`config.mk`:
```
export PLATFORM = sky130hd
export DESIGN_NAME = sfm_master
export DESIGN_NICKNAME = d
export VERILOG_FILES = /design/src/rtl/sfm_pkg.sv /design/src/rtl/sfm_tick.sv /design/src/rtl/sfm_shift.sv /design/src/rtl/sfm_master.sv
export SDC_FILE = /design/constraint.sdc
export NUM_CORES = 1
export LEC_CHECK = 0
export ABC_CLOCK_PERIOD_IN_PS = 2350
export BUFFER_PORTS_ARGS = -buffer_cell sky130_fd_sc_hd__buf_2
export CAP_MARGIN = 10
export CORE_MARGIN = 2
export CORE_UTILIZATION = 54
export DETAILED_ROUTE_END_ITERATION = 16
export PLACE_DENSITY = 0.83
export SETUP_SLACK_MARGIN = 0.2
export SLEW_MARGIN = 30
export SYNTH_ARGS = -nofsm -noshare
export SYNTH_HDL_FRONTEND = slang
export SYNTH_HIERARCHICAL = 1
export SYNTH_SLANG_ARGS = --single-unit
```
`constraint.sdc`:
```
create_clock -name clk -period 2.35 [get_ports clk]
set_input_delay 0.235 -clock clk [delete_from_list [all_inputs] [get_ports clk]]
set_output_delay 0.235 -clock clk [all_outputs]
set_load 0.005 [all_outputs]
```
`src/rtl/sfm_pkg.sv`:
```
package sfm_pkg;
   // command register bit positions (software-visible contract)
   localparam int CMD_GO      = 30;
   localparam int CMD_POL_LO  = 26;
   localparam int CMD_PHA_LO  = 18;
   localparam int CMD_TXEN    = 15;
   localparam int CMD_RXEN    = 14;
   localparam int CMD_CSVAL   = 13;
   localparam int CMD_CSSOFT  = 12;
   localparam int LEN_W       = 5;

   // status register bit positions
   localparam int ST_BUSY = 31;
   localparam int ST_RDY  = 30;
   localparam int ST_RUNR = 27;
   localparam int ST_TOVF = 26;
   localparam int ST_REMP = 25;
   localparam int ST_RFUL = 24;
   localparam int ST_TEMP = 23;
   localparam int ST_TFUL = 22;

   // byte offsets
   localparam logic [5:0] OFF_CMD  = 6'h00;
   localparam logic [5:0] OFF_STAT = 6'h04;
   localparam logic [5:0] OFF_TX   = 6'h10;
   localparam logic [5:0] OFF_RX   = 6'h20;

   typedef struct packed {
      logic [1:0]       pol;
      logic [1:0]       pha;
      logic             tx_en;
      logic             rx_en;
      logic             cs_val;
      logic             cs_soft;
      logic [LEN_W-1:0] len;
   } cmd_t;

   function automatic cmd_t cmd_unpack(input logic [31:0] w);
      cmd_t c;
      c.pol     = w[CMD_POL_LO+1:CMD_POL_LO];
      c.pha     = w[CMD_PHA_LO+1:CMD_PHA_LO];
      c.tx_en   = w[CMD_TXEN];
      c.rx_en   = w[CMD_RXEN];
      c.cs_val  = w[CMD_CSVAL];
      c.cs_soft = w[CMD_CSSOFT];
      c.len     = w[LEN_W-1:0];
      return c;
   endfunction

   function automatic logic [31:0] cmd_pack(input cmd_t c);
      logic [31:0] w;
      w = '0;
      w[CMD_POL_LO+1:CMD_POL_LO] = c.pol;
      w[CMD_PHA_LO+1:CMD_PHA_LO] = c.pha;
      w[CMD_TXEN]   = c.tx_en;
      w[CMD_RXEN]   = c.rx_en;
      w[CMD_CSVAL]  = c.cs_val;
      w[CMD_CSSOFT] = c.cs_soft;
      w[LEN_W-1:0]  = c.len;
      return w;
   endfunction
endpackage

```
`src/rtl/sfm_tick.sv`:
```
module sfm_tick #(
   parameter int DIV_HALF = 2
) (
   input  logic clk,
   input  logic rst_n,
   input  logic run,
   output logic tick
);
   generate
      if (DIV_HALF < 1) begin : g_bad_div
         $error("sfm_tick: DIV_HALF must be at least 1");
      end
      if (DIV_HALF == 1) begin : g_every
         assign tick = run;
      end else begin : g_count
         localparam int CW = $clog2(DIV_HALF);
         localparam logic [CW-1:0] LAST = CW'(DIV_HALF - 1);
         logic [CW-1:0] cnt;
         always_ff @(posedge clk or negedge rst_n) begin
            if (!rst_n)            cnt <= '0;
            else if (!run)         cnt <= '0;
            else if (cnt == LAST)  cnt <= '0;
            else                   cnt <= cnt + 1'b1;
         end
         assign tick = run && (cnt == LAST);
      end
   endgenerate
endmodule

```
`src/rtl/sfm_shift.sv`:
```
module sfm_shift #(
   parameter int WORD_W = 32,
   parameter int LEN_W  = 5
) (
   input  logic              clk,
   input  logic              rst_n,
   input  logic              tick,
   input  logic              start,
   input  logic [LEN_W-1:0]  start_len,
   input  logic              start_cpol,
   input  logic              start_cpha,
   input  logic              start_txen,
   input  logic [WORD_W-1:0] start_word,
   input  logic              idle_pol,
   input  logic              miso,
   output logic              busy,
   output logic              run,
   output logic              done,
   output logic              sclk,
   output logic              mosi,
   output logic [WORD_W-1:0] rx_word
);
   localparam int EW = LEN_W + 1;

   initial begin
      if (WORD_W != (1 << LEN_W)) $error("sfm_shift: WORD_W must equal 2**LEN_W");
   end

   logic [WORD_W-1:0] sr;
   logic [EW-1:0]     edge_idx, edge_last;
   logic              ph, fin, cpol_q, cpha_q, txen_q;

   assign run  = busy && !fin;
   assign done = fin;
   assign sclk = busy ? (cpol_q ^ ph) : idle_pol;
   assign mosi = busy && txen_q && sr[WORD_W-1];

   always_ff @(posedge clk or negedge rst_n) begin
      if (!rst_n) begin
         busy <= 1'b0; fin <= 1'b0; ph <= 1'b0;
         sr <= '0; rx_word <= '0;
         edge_idx <= '0; edge_last <= '0;
         cpol_q <= 1'b0; cpha_q <= 1'b0; txen_q <= 1'b0;
      end else if (!busy) begin
         if (start) begin
            busy      <= 1'b1;
            ph        <= 1'b0;
            sr        <= start_word << (WORD_W - 1 - int'(start_len));
            rx_word   <= '0;
            edge_idx  <= '0;
            edge_last <= {start_len, 1'b1};
            cpol_q    <= start_cpol;
            cpha_q    <= start_cpha;
            txen_q    <= start_txen;
         end
      end else if (fin) begin
         busy <= 1'b0;
         fin  <= 1'b0;
      end else if (tick) begin
         ph       <= ~ph;
         edge_idx <= edge_idx + 1'b1;
         if (edge_idx[0] == cpha_q)
            rx_word <= {rx_word[WORD_W-2:0], miso};
         else if (!(cpha_q && edge_idx == '0))
            sr <= sr << 1;
         if (edge_idx == edge_last) fin <= 1'b1;
      end
   end
endmodule

```
`src/rtl/sfm_master.sv`:
```
module sfm_master #(
   parameter int DIV_HALF = 2,
   parameter int ADDR_W   = 6
) (
   input  logic              clk,
   input  logic              rst_n,
   input  logic              bus_wr,
   input  logic              bus_rd,
   input  logic [ADDR_W-1:0] bus_addr,
   input  logic [31:0]       bus_wdata,
   output logic [31:0]       bus_rdata,
   output logic              spi_sclk,
   output logic              spi_mosi,
   input  logic              spi_miso,
   output logic              spi_cs_n
);
   import sfm_pkg::*;

   generate
      if (ADDR_W < 6) begin : g_bad_addr
         $error("sfm_master: ADDR_W must cover offset 0x20");
      end
   endgenerate

   localparam logic [ADDR_W-1:0] A_CMD  = ADDR_W'(OFF_CMD);
   localparam logic [ADDR_W-1:0] A_STAT = ADDR_W'(OFF_STAT);
   localparam logic [ADDR_W-1:0] A_TX   = ADDR_W'(OFF_TX);
   localparam logic [ADDR_W-1:0] A_RX   = ADDR_W'(OFF_RX);

   cmd_t        cmd_q, cmd_new;
   logic [31:0] tx_word, rx_hold, eng_rx, status;
   logic        tx_valid, rx_valid, ready, runr, tovf;
   logic        busy, run, tick, done, start, idle_pol;
   logic        wr_cmd, wr_stat, wr_tx, rd_rx;

   assign wr_cmd  = bus_wr && (bus_addr == A_CMD);
   assign wr_stat = bus_wr && (bus_addr == A_STAT);
   assign wr_tx   = bus_wr && (bus_addr == A_TX);
   assign rd_rx   = bus_rd && (bus_addr == A_RX);
   assign cmd_new = cmd_unpack(bus_wdata);
   assign start   = wr_cmd && !busy && bus_wdata[CMD_GO];
   assign idle_pol = |cmd_q.pol;

   sfm_tick #(.DIV_HALF(DIV_HALF)) i_tick (
      .clk(clk), .rst_n(rst_n), .run(run), .tick(tick)
   );

   sfm_shift #(.WORD_W(32), .LEN_W(LEN_W)) i_shift (
      .clk(clk), .rst_n(rst_n), .tick(tick), .start(start),
      .start_len(cmd_new.len), .start_cpol(|cmd_new.pol),
      .start_cpha(|cmd_new.pha), .start_txen(cmd_new.tx_en),
      .start_word(tx_word), .idle_pol(idle_pol), .miso(spi_miso),
      .busy(busy), .run(run), .done(done), .sclk(spi_sclk),
      .mosi(spi_mosi), .rx_word(eng_rx)
   );

   always_ff @(posedge clk or negedge rst_n) begin
      if (!rst_n) begin
         cmd_q <= '0;
         tx_word <= '0; tx_valid <= 1'b0;
         rx_hold <= '0; rx_valid <= 1'b0;
         ready <= 1'b0; runr <= 1'b0; tovf <= 1'b0;
      end else begin
         if (wr_cmd && !busy) cmd_q <= cmd_new;
         if (wr_stat) begin
            if (bus_wdata[ST_RDY])  ready <= 1'b0;
            if (bus_wdata[ST_RUNR]) runr  <= 1'b0;
            if (bus_wdata[ST_TOVF]) tovf  <= 1'b0;
         end
         if (wr_tx) begin
            if (tx_valid) tovf <= 1'b1;
            else begin
               tx_word  <= bus_wdata;
               tx_valid <= 1'b1;
            end
         end
         if (rd_rx) begin
            if (rx_valid) rx_valid <= 1'b0;
            else          runr     <= 1'b1;
         end
         if (done) begin
            ready    <= 1'b1;
            tx_valid <= 1'b0;
            if (cmd_q.rx_en) begin
               rx_hold  <= eng_rx;
               rx_valid <= 1'b1;
            end
         end
      end
   end

   assign spi_cs_n = cmd_q.cs_soft ? !cmd_q.cs_val : !busy;

   always_comb begin
      status = '0;
      status[ST_BUSY] = busy;
      status[ST_RDY]  = ready;
      status[ST_RUNR] = runr;
      status[ST_TOVF] = tovf;
      status[ST_REMP] = !rx_valid;
      status[ST_RFUL] = rx_valid;
      status[ST_TEMP] = !tx_valid;
      status[ST_TFUL] = tx_valid;
   end

   always_comb begin
      case (bus_addr)
         A_CMD:   bus_rdata = cmd_pack(cmd_q);
         A_STAT:  bus_rdata = status;
         A_TX:    bus_rdata = tx_word;
         A_RX:    bus_rdata = rx_valid ? rx_hold : 32'h0;
         default: bus_rdata = 32'h0;
      endcase
   end
endmodule

```
# Yosys cells after proc, flatten, opt, wreduce, memory -nomap -nowiden
# Index checks and enable logic that the tools add are counted.
dict set report classes {
  shifts 1
  reduce_logical 32
  order_cmp 0
  n_mul 0
  muxes 47
  div 0
  eq_ne 10
  n_addsub 3
  bitwise 4
}
# op n
set ops {}
lappend ops {{2-to-1 mux 32 bit} 12}
lappend ops {{case mux 32 bit (4 select lines)} 1}
lappend ops {{<< shifter 32 x 32 -> 32 bit} 1}
lappend ops {{2-to-1 mux 1 bit} 30}
lappend ops {{2-to-1 mux 6 bit} 4}
lappend ops {{logical NOT 6 bit} 2}
lappend ops {{logical AND 1 bit} 11}
lappend ops {{!= test 2 bit, second input constant} 4}
lappend ops {{AND reduction 2 bit} 4}
lappend ops {{nonzero test 2 bit} 4}
lappend ops {{adder 6 x 1 -> 6 bit, second input constant} 1}
lappend ops {{equality test 6 x 3 -> 1 bit, second input constant} 1}
lappend ops {{equality test 6 x 5 -> 1 bit, second input constant} 1}
lappend ops {{equality test 6 bit} 1}
lappend ops {{equality test 6 bit, second input constant} 1}
lappend ops {{OR reduction 2 bit} 3}
lappend ops {{subtractor 5 x 5 -> 6 bit, first input constant} 1}
lappend ops {{logical NOT 1 bit} 5}
lappend ops {{AND reduction 5 bit} 1}
lappend ops {{AND reduction 4 bit} 1}
lappend ops {{inverter 1 bit} 3}
lappend ops {{AND reduction 3 bit} 1}
lappend ops {{!= test 2 x 1 -> 1 bit, second input constant} 1}
lappend ops {{adder 1 bit, second input constant} 1}
lappend ops {{other kinds (2)} 2}
dict set report word_totals {
  latchBits 0
  mem_count 0
  out_inout_bits 35
  elab_cells 122
  ram_bits 0
  register_bits 165
  mem_bits_ro 0
  in_bits 43
}

# Longest topological paths before layout
dict set report depth {
  ltp_word 7
  ltp_mapped 11
}

# Cells and area by module
# Netlist, hierarchy kept.
# mod cells_each seq_area_each_um2 instances area_each_um2
set by_module_without_submodules {}
lappend by_module_without_submodules {sfm_shift 542 2052.0 1 5186.2}
lappend by_module_without_submodules {sfm_master 260 2052.0 1 3816.2}
lappend by_module_without_submodules {sfm_tick 3 25.0 1 41.3}

# Least setup slack after synthesis
# No wires, ideal clock.
dict set report synth_timing {
  kind {reg-to-reg}
  startpoint {register i_shift.busy}
  endpoint {register i_shift.rx_word[29]}
  required_ps 2267
  setup_time_ps 83
  arrival_time_ps 2239
  path_slack_ps 29
  path_stages_with_launch 10
  period_less_slack_ps 2321
  cell_sequence {dfrtp_1 clkbuf_1 inv_1 nor2_1 and2_2 nand3b_1 nor3_1 clkbuf_1 nand2_1 o21ai_0}
}
dict set report synth_via {
  elab_cells_between_ends 11
  classes_between {eq/ne (3); mux (1); reduce/logical (7)}
}
# item line_no
set synth_rtl {}
lappend synth_rtl {{from (decl)} sfm_shift.sv:16} ;# output logic busy,
lappend synth_rtl {{from (signal assigned)} sfm_shift.sv:40} ;# busy <= 1'b0; fin <= 1'b0; ph <= 1'b0;
lappend synth_rtl {{from (signal assigned)} sfm_shift.sv:46} ;# busy <= 1'b1;
lappend synth_rtl {{from (signal assigned)} sfm_shift.sv:57} ;# busy <= 1'b0;
lappend synth_rtl {{logical AND 1 bit} sfm_shift.sv:33} ;# assign run = busy && !fin;
lappend synth_rtl {{via run} sfm_master.sv:33} ;# logic busy, run, tick, done, start, idle_pol;
lappend synth_rtl {{logical AND 1 bit} sfm_tick.sv:25} ;# assign tick = run && (cnt == LAST);
lappend synth_rtl {{via tick} sfm_master.sv:33}
lappend synth_rtl {{!= test 2 x 1 -> 1 bit (no source line)} -}
lappend synth_rtl {{AND reduction 4 bit (no source line)} -}
lappend synth_rtl {{to (signal assigned)} sfm_shift.sv:63} ;# rx_word <= {rx_word[WORD_W-2:0], miso};
lappend synth_rtl {{to (decl)} sfm_shift.sv:21} ;# output logic [WORD_W-1:0] rx_word
# The timed path passes the listed nets, and every way through them passes these cells.
# A chain may end at the register's enable or synchronous reset.

# Final worst setup path
dict set report layout_timing {
  startpoint {register rx_valid}
  endpoint {output port bus_rdata[13]}
}
dict set report layout_via {
  elab_chain_len 2
}
# item line_no
set layout_lines {}
lappend layout_lines {{from (decl)} sfm_master.sv:32} ;# logic tx_valid, rx_valid, ready, runr, tovf;
lappend layout_lines {{from (signal assigned)} sfm_master.sv:61} ;# rx_hold <= '0; rx_valid <= 1'b0;
lappend layout_lines {{from (signal assigned)} sfm_master.sv:78} ;# if (rx_valid) rx_valid <= 1'b0;
lappend layout_lines {{from (signal assigned)} sfm_master.sv:86} ;# rx_valid <= 1'b1;
lappend layout_lines {{2-to-1 mux 32 bit} sfm_master.sv:111} ;# A_RX: bus_rdata = rx_valid ? rx_hold : 32'h0;
lappend layout_lines {{case mux 32 bit (4 select lines)} sfm_master.sv:107} ;# case (bus_addr)
lappend layout_lines {{to (decl)} sfm_master.sv:11} ;# output logic [31:0] bus_rdata,
# No other way between the ends.

==> metrics <==
Async SR Flop Fraction 1.00; Final Util 0.625; Pwr Density 741 nW/um^2; area delta synth->final 13.7%; Reg clk slew, reported paths 0.07 ns; Met3 Wirelength 1530 um; RSZ-0062 raised after global routing true; WP data required 2.12 ns; most area-hungry cell type in the Yosys netlist dfrtp_1; Routed met2 length 10,400 um; max layer used met4; GRT Total Usage 0.251; DRC viols 0; maximum fanout along the worst path 30; setup ws final 0.265 ns; most frequent cells in the layout dfrtp_1 (164), nand2_1 (135), buf_2 (76), mux2_2 (54), o21ai_0 (47); worst-path cell chain and3_1, buf_4, a221o_1, buf_2; post-place setup slack 0.203 ns; routed metal-1 wirelength 9100 um; Mapped Area 9040 um^2; Max Cap Violations 0; slowest CP cell dfrtp_1; WL final 21,600 um; largest net degree at the start of global routing 65; GRT overflow 0; first-pass GRT wire length 35,100 um; Synth area leaders dfrtp_1 (46%), mux2_2 (6.7%), mux4_1 (6.1%), nand2_1 (5.6%), mux2_4 (5.1%); Num CTS Buffers 17; fillers 1,260; Post-synth EDFFs 0; final setup fails 0; Setup TNS 0 ns; maximum buffer depth of the clock tree 2; Fmax 0.480 GHz; syn_nets 850; Ant. Diodes 0; PortBufs 77; Worst path max stage delay 0.43 ns; skew final 0.00796 ns; P_leak 5.02 nW; WL/cell 19.4 um; Hold Crit Class in2reg; Final HPWL DP 14,700 um; syn avg cell area 11.2 um^2; FF/Latch Area 4130 um^2; Detailed Routing Iterations Pass 1 5; share of cells above drive strength 1 0.287; YS warnings 6; final period utilization 0.887; Root Buffer clkbuf_16; Clock Latency Late Sink 0.43 ns; Synth Instances 805; CTS sink count 165; delay-heaviest family, CP flip-flops; core area 16,500 um^2; via count 6,923; Tmin final 2.08 ns; CTS tree built; outcome finished clean; number of global-route vias before repair 6,756; ANT nets after route 0; Synth cell types 65; post-synthesis sequential area ratio 0.457; worst path arrival time 1.85 ns; #FFs+latches synth 165; Crit Path Class reg2out; Slew HR 0.544; Die Y 133 um; worst slew pin tran 0.683 ns; initial antenna violation count 0; Primary FF master, synth dfrtp_1; top-area cell type share of the netlist area 0.457; final hold violation count 0; hold slack 0.0293 ns; Buffers & Inverters on Critical Path 2; max-slew violation count 0; # rows 47; fin cells 1,113; Setup crit start kind flop; Nets 925; placed cells 1,078; # IOs 78; drt first-iter violations 674; # H-tree levels 4; Critical Path End Type primary output; Max IR drop VDD 548 uV; die span in x 133 um; most common cell after layout, fill and taps aside dfrtp_1; starting density of the core 0.549; area of the multi-input gates 4540 um^2; via/cell ratio 6.22; die area 17,800 um^2; RD Place Congestion 0.937
[cell usage after synthesis, types with 7 or more instances]
master / number
mux4_2: 9
o211ai_1: 7
nor2b_1: 8
a221o_1: 18
and3_1: 19
nor2_1: 45
a21oi_1: 31
mux4_1: 21
buf_2: 12
clkbuf_1: 27
a31oi_1: 15
dfrtp_1: 165
xor2_1: 9
mux2_4: 31
mux2i_1: 24
nand2_1: 135
nor3_1: 7
a22o_1: 15
inv_1: 8
o21ai_0: 47
mux2_2: 54
[where the power goes]
| group | total, W | internal (W) | switching (W) |
|---|---|---|---|
| Combinational | 0.00126 | 0.000620 | 0.000637 |
| Clock | 0.00277 | 0.00161 | 0.00116 |
| Sequential | 0.00360 | 0.00324 | 0.000359 |
[flip-flops by register name, summed over array words and instances, names as in the netlist, 6 cells and up]
register and count:
tx_word 32, i_shift/rx_word 32, i_shift/edge_idx 6, i_shift/sr 32, rx_hold 32, i_shift/edge_last 6
cmd_q 13
[path summary, 6_finish.rpt]
path | cells after the start | start | end | slack, ns
worst min-delay path | 2 | bus_wdata[7] | tx_word[7]$_DFFE_PN0P_ | 0.03
max in group asynchronous | 3 | rst_n | cmd_q[10]$_DFFE_PN0P_ | 1.30
worst min register to register | 2 | i_shift/txen_q$_DFFE_PN0P_ | i_shift/txen_q$_DFFE_PN0P_ | 0.47
worst max-delay path | 4 | rx_valid$_DFF_PN0_ | bus_rdata[13] | 0.27
min in group asynchronous | 2 | rst_n | i_shift/sr[2]$_DFFE_PN0P_ | 0.34
worst max register to register | 8 | i_shift/edge_idx[1]$_DFFE_PN0P_ | i_shift/sr[25]$_DFFE_PN0P_ | 0.30
[per-layer routing]
metal	GRT usage	up-vias
met5	0	-
li1	-	3119
met2	0.391	330
met3	0.0453	56
met4	0.112	0
met1	0.347	3418
[stage by stage]
stage,instance area [um^2],total power [W]
floorplan,9050,0.00440
detailed placement,9660,0.00486
finish,10300,0.00762
CTS,10300,0.00762
global route,10300,0.00796
global placement,9660,0.00480
[cell families (layout without fill, tap and decap cells)]
group / after synthesis / count (layout) / synth area share
XOR/XNOR: 11 / 11 / 0.0107
adder cells (fa/ha/maj): 2 / 2 / 0.00277
multiplexers: 139 / 139 / 0.229
flip-flops: 165 / 165 / 0.457
AND/OR/NAND/NOR: 256 / 256 / 0.134
AO/OA/AOI/OAI: 166 / 166 / 0.124
buffers and inverters: 66 / 154 / 0.0436
[final cells by class]
class / count / share of cell area
Sequential cell: 165 / 0.402
Tap cell: 220 / 0.0268
Clock buffer: 19 / 0.0431
Multi-Input combinational cell: 574 / 0.441
Clock inverter: 13 / 0.0142
Timing Repair Buffer: 113 / 0.0697
Inverter: 9 / 0.00329
[timing repair]
item / in CTS / in global routing
hold buffers: 2 / 0
hold endpoints to repair: 53 / 0
resized for setup: 0 / 2
setup buffers: 0 / 1
endpoints found under the setup margin: 0 / 53
No activity file was read; power rests on OpenSTA's default activity.
